$ cat src/rtl/cfr_pkg.sv
package cfr_pkg;
    localparam int XLEN   = 32;
    localparam int RIDX_W = 5;

    localparam logic [5:0] OPC_SPECIAL = 6'd0;
    localparam logic [5:0] OPC_REGIMM  = 6'd1;
    localparam logic [5:0] OPC_J       = 6'd2;
    localparam logic [5:0] OPC_JAL     = 6'd3;
    localparam logic [5:0] OPC_BEQ     = 6'd4;
    localparam logic [5:0] OPC_BNE     = 6'd5;
    localparam logic [5:0] OPC_BLEZ    = 6'd6;
    localparam logic [5:0] OPC_BGTZ    = 6'd7;

    localparam logic [5:0] FN_JR   = 6'd8;
    localparam logic [5:0] FN_JALR = 6'd9;

    localparam logic [4:0] RI_LTZ   = 5'd0;
    localparam logic [4:0] RI_GEZ   = 5'd1;
    localparam logic [4:0] RI_LTZL  = 5'd16;
    localparam logic [4:0] RI_GEZL  = 5'd17;

    typedef enum logic [3:0] {
        FK_NONE,
        FK_EQ,
        FK_NE,
        FK_LEZ,
        FK_GTZ,
        FK_LTZ,
        FK_GEZ,
        FK_ABS,
        FK_REG
    } flow_kind_e;

    typedef struct packed {
        flow_kind_e          kind;
        logic                link;
        logic [RIDX_W-1:0]   link_idx;
    } flow_dec_t;

    typedef struct packed {
        logic                taken;
        logic [XLEN-1:0]     next_pc;
        logic                link_we;
        logic [RIDX_W-1:0]   link_idx;
        logic [XLEN-1:0]     link_val;
        logic                delay_slot;
    } flow_res_t;
endpackage

$ cat src/rtl/cfr_decode.sv
module cfr_decode
    import cfr_pkg::*;
#(
    parameter logic [RIDX_W-1:0] LINK_REG = 5'd31
) (
    input  logic [5:0]        opc_i,
    input  logic [4:0]        rt_f_i,
    input  logic [4:0]        rd_f_i,
    input  logic [5:0]        funct_i,
    output flow_dec_t         dec_o
);
    always_comb begin
        dec_o.kind     = FK_NONE;
        dec_o.link     = 1'b0;
        dec_o.link_idx = '0;
        case (opc_i)
            OPC_BEQ:  dec_o.kind = FK_EQ;
            OPC_BNE:  dec_o.kind = FK_NE;
            OPC_BLEZ: dec_o.kind = FK_LEZ;
            OPC_BGTZ: dec_o.kind = FK_GTZ;
            OPC_J:    dec_o.kind = FK_ABS;
            OPC_JAL: begin
                dec_o.kind     = FK_ABS;
                dec_o.link     = 1'b1;
                dec_o.link_idx = LINK_REG;
            end
            OPC_REGIMM: begin
                case (rt_f_i)
                    RI_LTZ, RI_LTZL: dec_o.kind = FK_LTZ;
                    RI_GEZ, RI_GEZL: dec_o.kind = FK_GEZ;
                    default:         dec_o.kind = FK_NONE;
                endcase
                if (rt_f_i == RI_LTZL || rt_f_i == RI_GEZL) begin
                    dec_o.link     = 1'b1;
                    dec_o.link_idx = LINK_REG;
                end
            end
            OPC_SPECIAL: begin
                if (funct_i == FN_JR) begin
                    dec_o.kind = FK_REG;
                end else if (funct_i == FN_JALR) begin
                    dec_o.kind = FK_REG;
                    if (rd_f_i != '0) begin
                        dec_o.link     = 1'b1;
                        dec_o.link_idx = rd_f_i;
                    end
                end
            end
            default: dec_o.kind = FK_NONE;
        endcase
    end
endmodule

$ cat src/rtl/cfr_cond.sv
module cfr_cond
    import cfr_pkg::*;
(
    input  flow_kind_e        kind_i,
    input  logic [XLEN-1:0]   rs_i,
    input  logic [XLEN-1:0]   rt_i,
    output logic              take_o
);
    logic rs_neg;
    logic rs_zero;
    logic same;

    assign rs_neg  = rs_i[XLEN-1];
    assign rs_zero = (rs_i == '0);
    assign same    = (rs_i == rt_i);

    always_comb begin
        case (kind_i)
            FK_EQ:   take_o = same;
            FK_NE:   take_o = !same;
            FK_LEZ:  take_o = rs_neg || rs_zero;
            FK_GTZ:  take_o = !rs_neg && !rs_zero;
            FK_LTZ:  take_o = rs_neg;
            FK_GEZ:  take_o = !rs_neg;
            FK_ABS:  take_o = 1'b1;
            FK_REG:  take_o = 1'b1;
            default: take_o = 1'b0;
        endcase
    end
endmodule

$ cat src/rtl/cfr_target.sv
module cfr_target
    import cfr_pkg::*;
(
    input  flow_kind_e        kind_i,
    input  logic [XLEN-1:0]   pc_i,
    input  logic [15:0]       imm_i,
    input  logic [25:0]       jidx_i,
    input  logic [XLEN-1:0]   rs_i,
    output logic [XLEN-1:0]   seq_o,
    output logic [XLEN-1:0]   tgt_o,
    output logic [XLEN-1:0]   link_o
);
    localparam int SEG_W = XLEN - 28;

    logic [XLEN-1:0] br_off;

    assign br_off = {{(XLEN-18){imm_i[15]}}, imm_i, 2'b00};
    assign seq_o  = pc_i + XLEN'(4);
    assign link_o = pc_i + XLEN'(8);

    always_comb begin
        case (kind_i)
            FK_ABS:  tgt_o = {pc_i[XLEN-1 -: SEG_W], jidx_i, 2'b00};
            FK_REG:  tgt_o = rs_i;
            default: tgt_o = seq_o + br_off;
        endcase
    end
endmodule

$ cat src/rtl/ctl_flow_resolver.sv
module ctl_flow_resolver
    import cfr_pkg::*;
#(
    parameter logic [RIDX_W-1:0] LINK_REG = 5'd31
) (
    input  logic                clk,
    input  logic                rst_n,
    input  logic [XLEN-1:0]     instr_i,
    input  logic [XLEN-1:0]     pc_i,
    input  logic [XLEN-1:0]     rs_val_i,
    input  logic [XLEN-1:0]     rt_val_i,
    output logic                taken_o,
    output logic [XLEN-1:0]     next_pc_o,
    output logic                link_we_o,
    output logic [RIDX_W-1:0]   link_idx_o,
    output logic [XLEN-1:0]     link_val_o,
    output logic                delay_slot_o
);
    flow_dec_t       dec;
    logic            cond_take;
    logic [XLEN-1:0] seq_pc;
    logic [XLEN-1:0] tgt_pc;
    logic [XLEN-1:0] link_pc;
    flow_res_t       res_d;
    flow_res_t       res_q;
    logic            primed_q;

    cfr_decode #(.LINK_REG(LINK_REG)) u_dec (
        .opc_i   (instr_i[31:26]),
        .rt_f_i  (instr_i[20:16]),
        .rd_f_i  (instr_i[15:11]),
        .funct_i (instr_i[5:0]),
        .dec_o   (dec)
    );

    cfr_cond u_cond (
        .kind_i (dec.kind),
        .rs_i   (rs_val_i),
        .rt_i   (rt_val_i),
        .take_o (cond_take)
    );

    cfr_target u_tgt (
        .kind_i (dec.kind),
        .pc_i   (pc_i),
        .imm_i  (instr_i[15:0]),
        .jidx_i (instr_i[25:0]),
        .rs_i   (rs_val_i),
        .seq_o  (seq_pc),
        .tgt_o  (tgt_pc),
        .link_o (link_pc)
    );

    always_comb begin
        res_d            = '0;
        res_d.delay_slot = (dec.kind != FK_NONE);
        res_d.taken      = cond_take;
        res_d.next_pc    = cond_take ? tgt_pc : seq_pc;
        res_d.link_we    = dec.link;
        res_d.link_idx   = dec.link ? dec.link_idx : '0;
        res_d.link_val   = dec.link ? link_pc : '0;
    end

    always_ff @(posedge clk) begin
        if (!rst_n) begin
            res_q    <= '0;
            primed_q <= 1'b0;
        end else begin
            res_q    <= res_d;
            primed_q <= 1'b1;
        end
    end

    assign taken_o      = res_q.taken;
    assign next_pc_o    = res_q.next_pc;
    assign link_we_o    = res_q.link_we;
    assign link_idx_o   = res_q.link_idx;
    assign link_val_o   = res_q.link_val;
    assign delay_slot_o = res_q.delay_slot;

    // without the delay-slot flag nothing redirects or links
    p_quiet_r11: assert property (@(posedge clk) disable iff (!rst_n)
        !delay_slot_o |-> (!taken_o && !link_we_o));

    // fall-through address follows the previous instruction address
    p_seq_r12: assert property (@(posedge clk) disable iff (!rst_n)
        (primed_q && !taken_o) |-> (next_pc_o == $past(pc_i) + 32'd4));

    // link value is the address two words past the instruction
    p_link_val_r8: assert property (@(posedge clk) disable iff (!rst_n)
        (primed_q && link_we_o) |-> (link_val_o == $past(pc_i) + 32'd8));

    // register zero is never a link destination
    p_no_r0_r9: assert property (@(posedge clk) disable iff (!rst_n)
        link_we_o |-> (link_idx_o != '0));

    // absolute jumps keep the address segment
    p_seg_r6: assert property (@(posedge clk) disable iff (!rst_n)
        (primed_q && $past(instr_i[31:27] == 5'b00001)) |->
        (taken_o && next_pc_o[31:28] == $past(pc_i[31:28])));

    // register jumps land on the first source value
    p_reg_jump_r7: assert property (@(posedge clk) disable iff (!rst_n)
        (primed_q && $past(instr_i[31:26] == OPC_SPECIAL && instr_i[5:1] == 5'b00100))
        |-> (taken_o && next_pc_o == $past(rs_val_i)));
endmodule

$ cat config.mk
export PLATFORM = sky130hd
export DESIGN_NAME = ctl_flow_resolver
export DESIGN_NICKNAME = d
export VERILOG_FILES = /design/src/rtl/cfr_pkg.sv /design/src/rtl/cfr_decode.sv /design/src/rtl/cfr_cond.sv /design/src/rtl/cfr_target.sv /design/src/rtl/ctl_flow_resolver.sv
export SDC_FILE = /design/constraint.sdc
export NUM_CORES = 1
export LEC_CHECK = 0
export CORE_MARGIN = 5
export CORE_UTILIZATION = 40
export DETAILED_ROUTE_END_ITERATION = 10
export PLACE_DENSITY = 0.8
export REMOVE_ABC_BUFFERS = 1
export SLEW_MARGIN = 20
export SYNTH_ARGS = -nofsm -noshare
export SYNTH_HDL_FRONTEND = slang
export SYNTH_HIERARCHICAL = 1
export SYNTH_SLANG_ARGS = --single-unit
$ cat constraint.sdc
create_clock -name clk -period 4.4 [get_ports clk]
set_input_delay 0.88 -clock clk [delete_from_list [all_inputs] [get_ports clk]]
set_output_delay 0.88 -clock clk [all_outputs]
set_load 0.05 [all_outputs]
== After elaboration in Yosys (flattened, before gate mapping) ==
Cells that the tools add are included.
Operators by class
  add/subtract/negate cells: 3
  $mul: 0
  divide/modulo/power cells: 0
  $lt $le $gt $ge: 0
  equality and inequality tests: 21
  shift-type cells: 0
  muxes and demuxes: 11
  bitwise operators: 0
  reductions and logical operators: 16
Operators by type and width (count)
  32-bit case mux with 2 select lines: 1
  32-bit by 3-bit adder with 32-bit output, second input constant: 1
  32-bit adder: 1
  32-bit by 4-bit adder with 32-bit output, second input constant: 1
  32-bit equality test: 1
  32-bit logical NOT: 1
  32-bit 2-to-1 mux: 1
  4-bit case mux with 7 select lines: 1
  6-bit by 3-bit equality test with 1-bit output, second input constant: 4
  6-bit 2-to-1 mux: 3
  6-bit case mux with 3 select lines: 1
  4-bit by 3-bit equality test with 1-bit output, second input constant: 4
  6-bit by 2-bit equality test with 1-bit output, second input constant: 2
  6-bit by 4-bit equality test with 1-bit output, second input constant: 2
  5-bit equality test, second input constant: 2
  10-bit 2-to-1 mux: 1
  4-bit by 2-bit equality test with 1-bit output, second input constant: 2
  2-bit OR reduction: 4
  1-bit case mux with 7 select lines: 1
  6-bit by 1-bit equality test with 1-bit output, second input constant: 1
  6-bit logical NOT: 1
  3-bit case mux with 2 select lines: 1
  5-bit by 1-bit equality test with 1-bit output, second input constant: 1
  5-bit logical NOT: 1
  other kinds (9): 12
Word-level totals
  register bits: 72
  bits in latches: 0
  RAM bits: 0
  memory bits (read-only): 0
  bits of input ports: 130
  output and inout port bits: 72
  word-level logic and storage cells: 57
  memories kept: 0

== Logic depth before layout (Yosys ltp) ==
  word-level depth: 9
  depth in mapped cells: 19
  depth with buffers taken out: 17

== Cells and area by module ==
The synthesis kept the hierarchy.
Modules (own cells, without submodules)
  cfr_target: times used 1, cells an instance 472, area an instance 3229.3 um2, seq. area each 0.0 um2
  ctl_flow_resolver: times used 1, cells an instance 191, area an instance 2339.7 um2, seq. area each 1441.4 um2
  cfr_cond: times used 1, cells an instance 66, area an instance 520.5 um2, seq. area each 0.0 um2
  cfr_decode: times used 1, cells an instance 35, area an instance 260.2 um2, seq. area each 0.0 um2

== Least setup slack after synthesis ==
Ideal clock, no wire load.
  path type: input -> register
  from: in pc_i[3]
  to: reg res_q (netlist bit next_pc_o[28])
  library setup time: 0.116 ns
  arrival time: 3.900 ns
  data required time: 4.284 ns
  setup slack: 0.384 ns
  cell stages on the path: 19
  path buffers: 2
  cell sequence: ha_1 nand3_1 or2_1 buf_2 nor2_1 and3_1 nand2_1 xnor2_1 ha_1 buf_6 a21oi_1 nor2b_1 or4_1 o21ai_2 o41ai_2 xnor2_1 o21ai_1 mux2i_1 nor2b_1
Between the ends
  cells in the longest elaborated chain, start to end: 4
RTL lines
  start, declared: line ctl_flow_resolver.sv:9  | input logic [XLEN-1:0] pc_i,
  32-bit by 3-bit adder with 32-bit output: line cfr_target.sv:18  | assign seq_o = pc_i + XLEN'(4);
  named net seq_pc[17]: line ctl_flow_resolver.sv:21  | logic [XLEN-1:0] seq_pc;
  32-bit adder: line cfr_target.sv:25  | default: tgt_o = seq_o + br_off;
  32-bit case mux with 2 select lines: line cfr_target.sv:22  | case (kind_i)
  named net tgt_pc[28]: line ctl_flow_resolver.sv:22  | logic [XLEN-1:0] tgt_pc;
  32-bit 2-to-1 mux: line ctl_flow_resolver.sv:58  | res_d.next_pc = cond_take ? tgt_pc : seq_pc;
  end signal, assigned: line ctl_flow_resolver.sv:69  | res_q <= res_d;
  end, declared: line ctl_flow_resolver.sv:25  | flow_res_t res_q;
The timed path passes the listed nets, and every way through them passes these cells.
A chain may end at the register's enable or synchronous reset.

== Final worst setup path ==
  from: in pc_i[4]
  to: reg res_q (netlist bit next_pc_o[21])
Same word-level chain as after synthesis.

==> results.tsv <==
stage	metric	value	unit
floorplan	Initial Util	40.4	%
synth	Synth Register Bits	72	
cts	CTS clk-pin slew, worst paths	0.06	ns
floorplan	Die Width	136	um
global_route	grt ovf	0	
placement	GPL Wtd Cong	0.937	
synth	Mapped Cells	764	
timing	worst setup margin	0.178	ns
setup_path	critical-path cell list	clkdlybuf4s50_1 > buf_4 > and3_4 > and3_4 > nand3_4 > buf_4 > nor2_2 > xor2_1 > ha_1 > and4_1 > nand2_1 > a311o_1 > a31oi_2 > o211ai_1 > and3_4 > o31ai_2 > mux2i_1 > nor2b_1	
setup_path	Slowest cell on crit path	clkdlybuf4s50_1	
placement	Setup WS pre-CTS	-0.220	ns
synth	ys async rst share	0	%
timing	Setup Viol. Count Final	0	
finish	Layout area overhead	52.8	%
cts	clk buf depth	2	
synth	Area contributors post-synth	dfxtp_1 (23%), xor2_1 (9.4%), ha_1 (6.7%)	
min_path	min-delay src	pc_i[0]	
floorplan	I/O pin cnt	202	
timing	Pins Over Slew Limit	0	
timing	Worst-Margin Slew	1.02	ns
setup_path	cell seen most often among critical-path stages	and3_4	
cts	hold buffers post-CTS	0	
synth	largest area contributor in the netlist	dfxtp_1	
placement	HPWL after DPL	18.7	mm
timing	crit share post-route	96.0	%
floorplan	Die ar.	18500	um^2
outcome	status	completed	
setup_path	cell family with most CP delay	simple AND/OR/NAND/NOR gates	
power	leakage	4.02	nW
drt	Via Count	6926	
power	Power Density	239	nW/um^2
setup_path	crit path DAT	4.50	ns
finish	Util after Layout	61.8	%
timing	Fin. Hold Viols	0	
floorplan	Cell Rows	46	
synth	synth cell count leaders	dfxtp_1 (72), xor2_1 (68), and3_1 (48)	
min_path	Hold Path Cell Cnt	2	
setup_path	critical path capture point type	register	
global_route	global-route wire length before repair	35.1	mm
drt	DR iter-0 viols	447	
cts	CTS H-tree lvls	3	
floorplan	core box area	15700	um^2
finish	layout net count	1220	
timing	Rel. slew slack	32.0	%
global_route	Global Route Usage Sum	24.3	%
cts	Root Buffer	clkbuf_16	
synth	Synth top area share	22.7	%
global_route	initial antenna violation count	0	
setup_path	Buf/Inv on CP	3	
setup_path	CP Class	input pin to register	
drt	Routed Antenna Nets	0	
cts	# clock sinks	72	
global_route	number of global-route vias before repair	6661	
placement	PortBufs	201	
drt	DRC violations left	0	
synth	Avg Synthesized Cell Area	8.31	um^2
min_path	Hold EP	link_val_o[0]$_SDFF_PN0_	
setup_path	Startpoint Class	input pin	
drt	wire per inst	18.2	um
finish	share of post-route cells with drive strength above 1	18.6	%
setup_path	crit-path max FO	4	
synth	Primary FF master, synth	dfxtp_1	
flow_run	Max-cap violations	0	
cts	CTS tree	built	
floorplan	Die Height	136	um
synth	post-synthesis sequential area ratio	22.7	%
finish	n_diodes	0	
power	worst vdd ir	0.169	mV
timing	FMAX	0.237	GHz
drt	final wirelength	23.3	mm
synth	EDFF count, synth	0	
setup_path	crit-path max cell delay	0.49	ns
timing	Final min period	4.22	ns
synth	top-count cell post-synth	dfxtp_1	
cts	CTS buffer count	9	
synth	Yosys cell types	78	
drt	Vias/cell	5.43	
drt	DR pass1 iterations	5	
min_path	Hold/Removal Path Class	input pin to register	
setup_path	CP Data Required Time	4.68	ns
global_route	largest net degree at the start of global routing	73	
synth	Ys Warns	6	
synth	Post-Syn Area	6350	um^2
## layout make-up
type,instances,area (um^2)
Clock buffer,11,253
Inverter,15,56.3
Tap cell,216,270
Multi-Input combinational cell,630,4680
Timing Repair Buffer,327,2950
Clock inverter,5,55.1
Fill cell,1326,6010
Sequential cell,72,1440
## metrics by stage
stage | hold WS, ns | area, um^2 | TNS (ns) | power (W) | std cells
5_1_grt | 1.22 | 9710 | -0.180 | 0.00243 | 1276
6_report | 1.20 | 9710 | 0 | 0.00232 | 1276
3_3_place_gp | 1.56 | 9240 | -0.838 | 0.00154 | 1257
4_1_cts | 1.19 | 9540 | 0 | 0.00231 | 1273
2_1_floorplan | 1.01 | 6030 | 0 | 0.00113 | 717
3_5_place_dp | 1.56 | 9240 | -1.69 | 0.00155 | 1257
## layout by cell type, fill, tap and decap left out, drive strengths merged, types with 2 or more instances in the layout
cell           count
nand3             25
clkbuf            11
a22o               3
nand2             48
mux2i             34
inv               15
clkinvlp           2
a21oi             35
and4               5
nor2              36
or2                2
xnor2             38
nor3b              2
nor4              20
and3              51
clkinv             2
a31oi              5
dfxtp             72
a22oi             28
or4b               2
buf              127
o21ai             49
nand3b             2
xor2              68
and2               4
a211oi             4
o31ai              6
clkdlybuf4s50    200
a41oi              2
or4                2
a221oi             3
nor4b              4
a21o              13
nor3              17
nand4             25
ha                34
o211ai             3
o21bai             4
nor2b             35
or3                5
## worst max path at each step
stage	start	endpoint	slack (ns)	depth (start not counted)
after global placement	pc_i[4]	next_pc_o[27]$_SDFF_PN0_	-0.15	20
after floorplan	instr_i[1]	next_pc_o[30]$_SDFF_PN0_	0.18	10
after global routing	pc_i[4]	next_pc_o[24]$_SDFF_PN0_	-0.05	18
final	pc_i[4]	next_pc_o[21]$_SDFF_PN0_	0.18	18
after CTS	pc_i[4]	next_pc_o[21]$_SDFF_PN0_	0.1	18
after detailed placement	pc_i[4]	next_pc_o[21]$_SDFF_PN0_	-0.22	18
## power breakdown
| part | internal [W] | total (W) | switching [W] |
|---|---|---|---|
| Clock | 0.000467 | 0.000752 | 0.000285 |
| Sequential | 0.000676 | 0.000684 | 0.00000728 |
| Combinational | 0.000423 | 0.000885 | 0.000462 |
| Total | 0.00157 | 0.00232 | 0.000754 |
## timing repair
action,CTS,global route
buffers inserted,0,3
resized for setup,0,28
setup endpoints to repair,0,12
endpoints found under the hold margin,0,0
## cells by family (layout without fill, tap and decap cells)
kind of cell	Yosys count	after routing	share of synthesized area [%]
muxes	35	35	5.54
buffers and inverters	62	358	5.99
xor gates and xnor gates	107	107	15.0
DFF	72	72	22.7
AOI/OAI and AO/OA	165	165	17.2
and+or+nand+nor	288	288	26.6
adders and majority gates	35	35	7.01
## flip-flops by register name (all words and copies together), names as in the netlist
name	flops
delay_slot_o	1
link_idx_o	5
link_val_o	32
link_we_o	1
next_pc_o	32
taken_o	1
## per-layer routing
metal / vias to the layer above / track usage, % / share of wire [%]
met5: - / 0 / 0
met4: 0 / 10.1 / 3.7
met3: 59 / 5.07 / 6.7
met2: 266 / 42.3 / 50
met1: 3222 / 28.9 / 40
li1: 3379 / - / -
No activity file was read; power rests on OpenSTA's default activity.
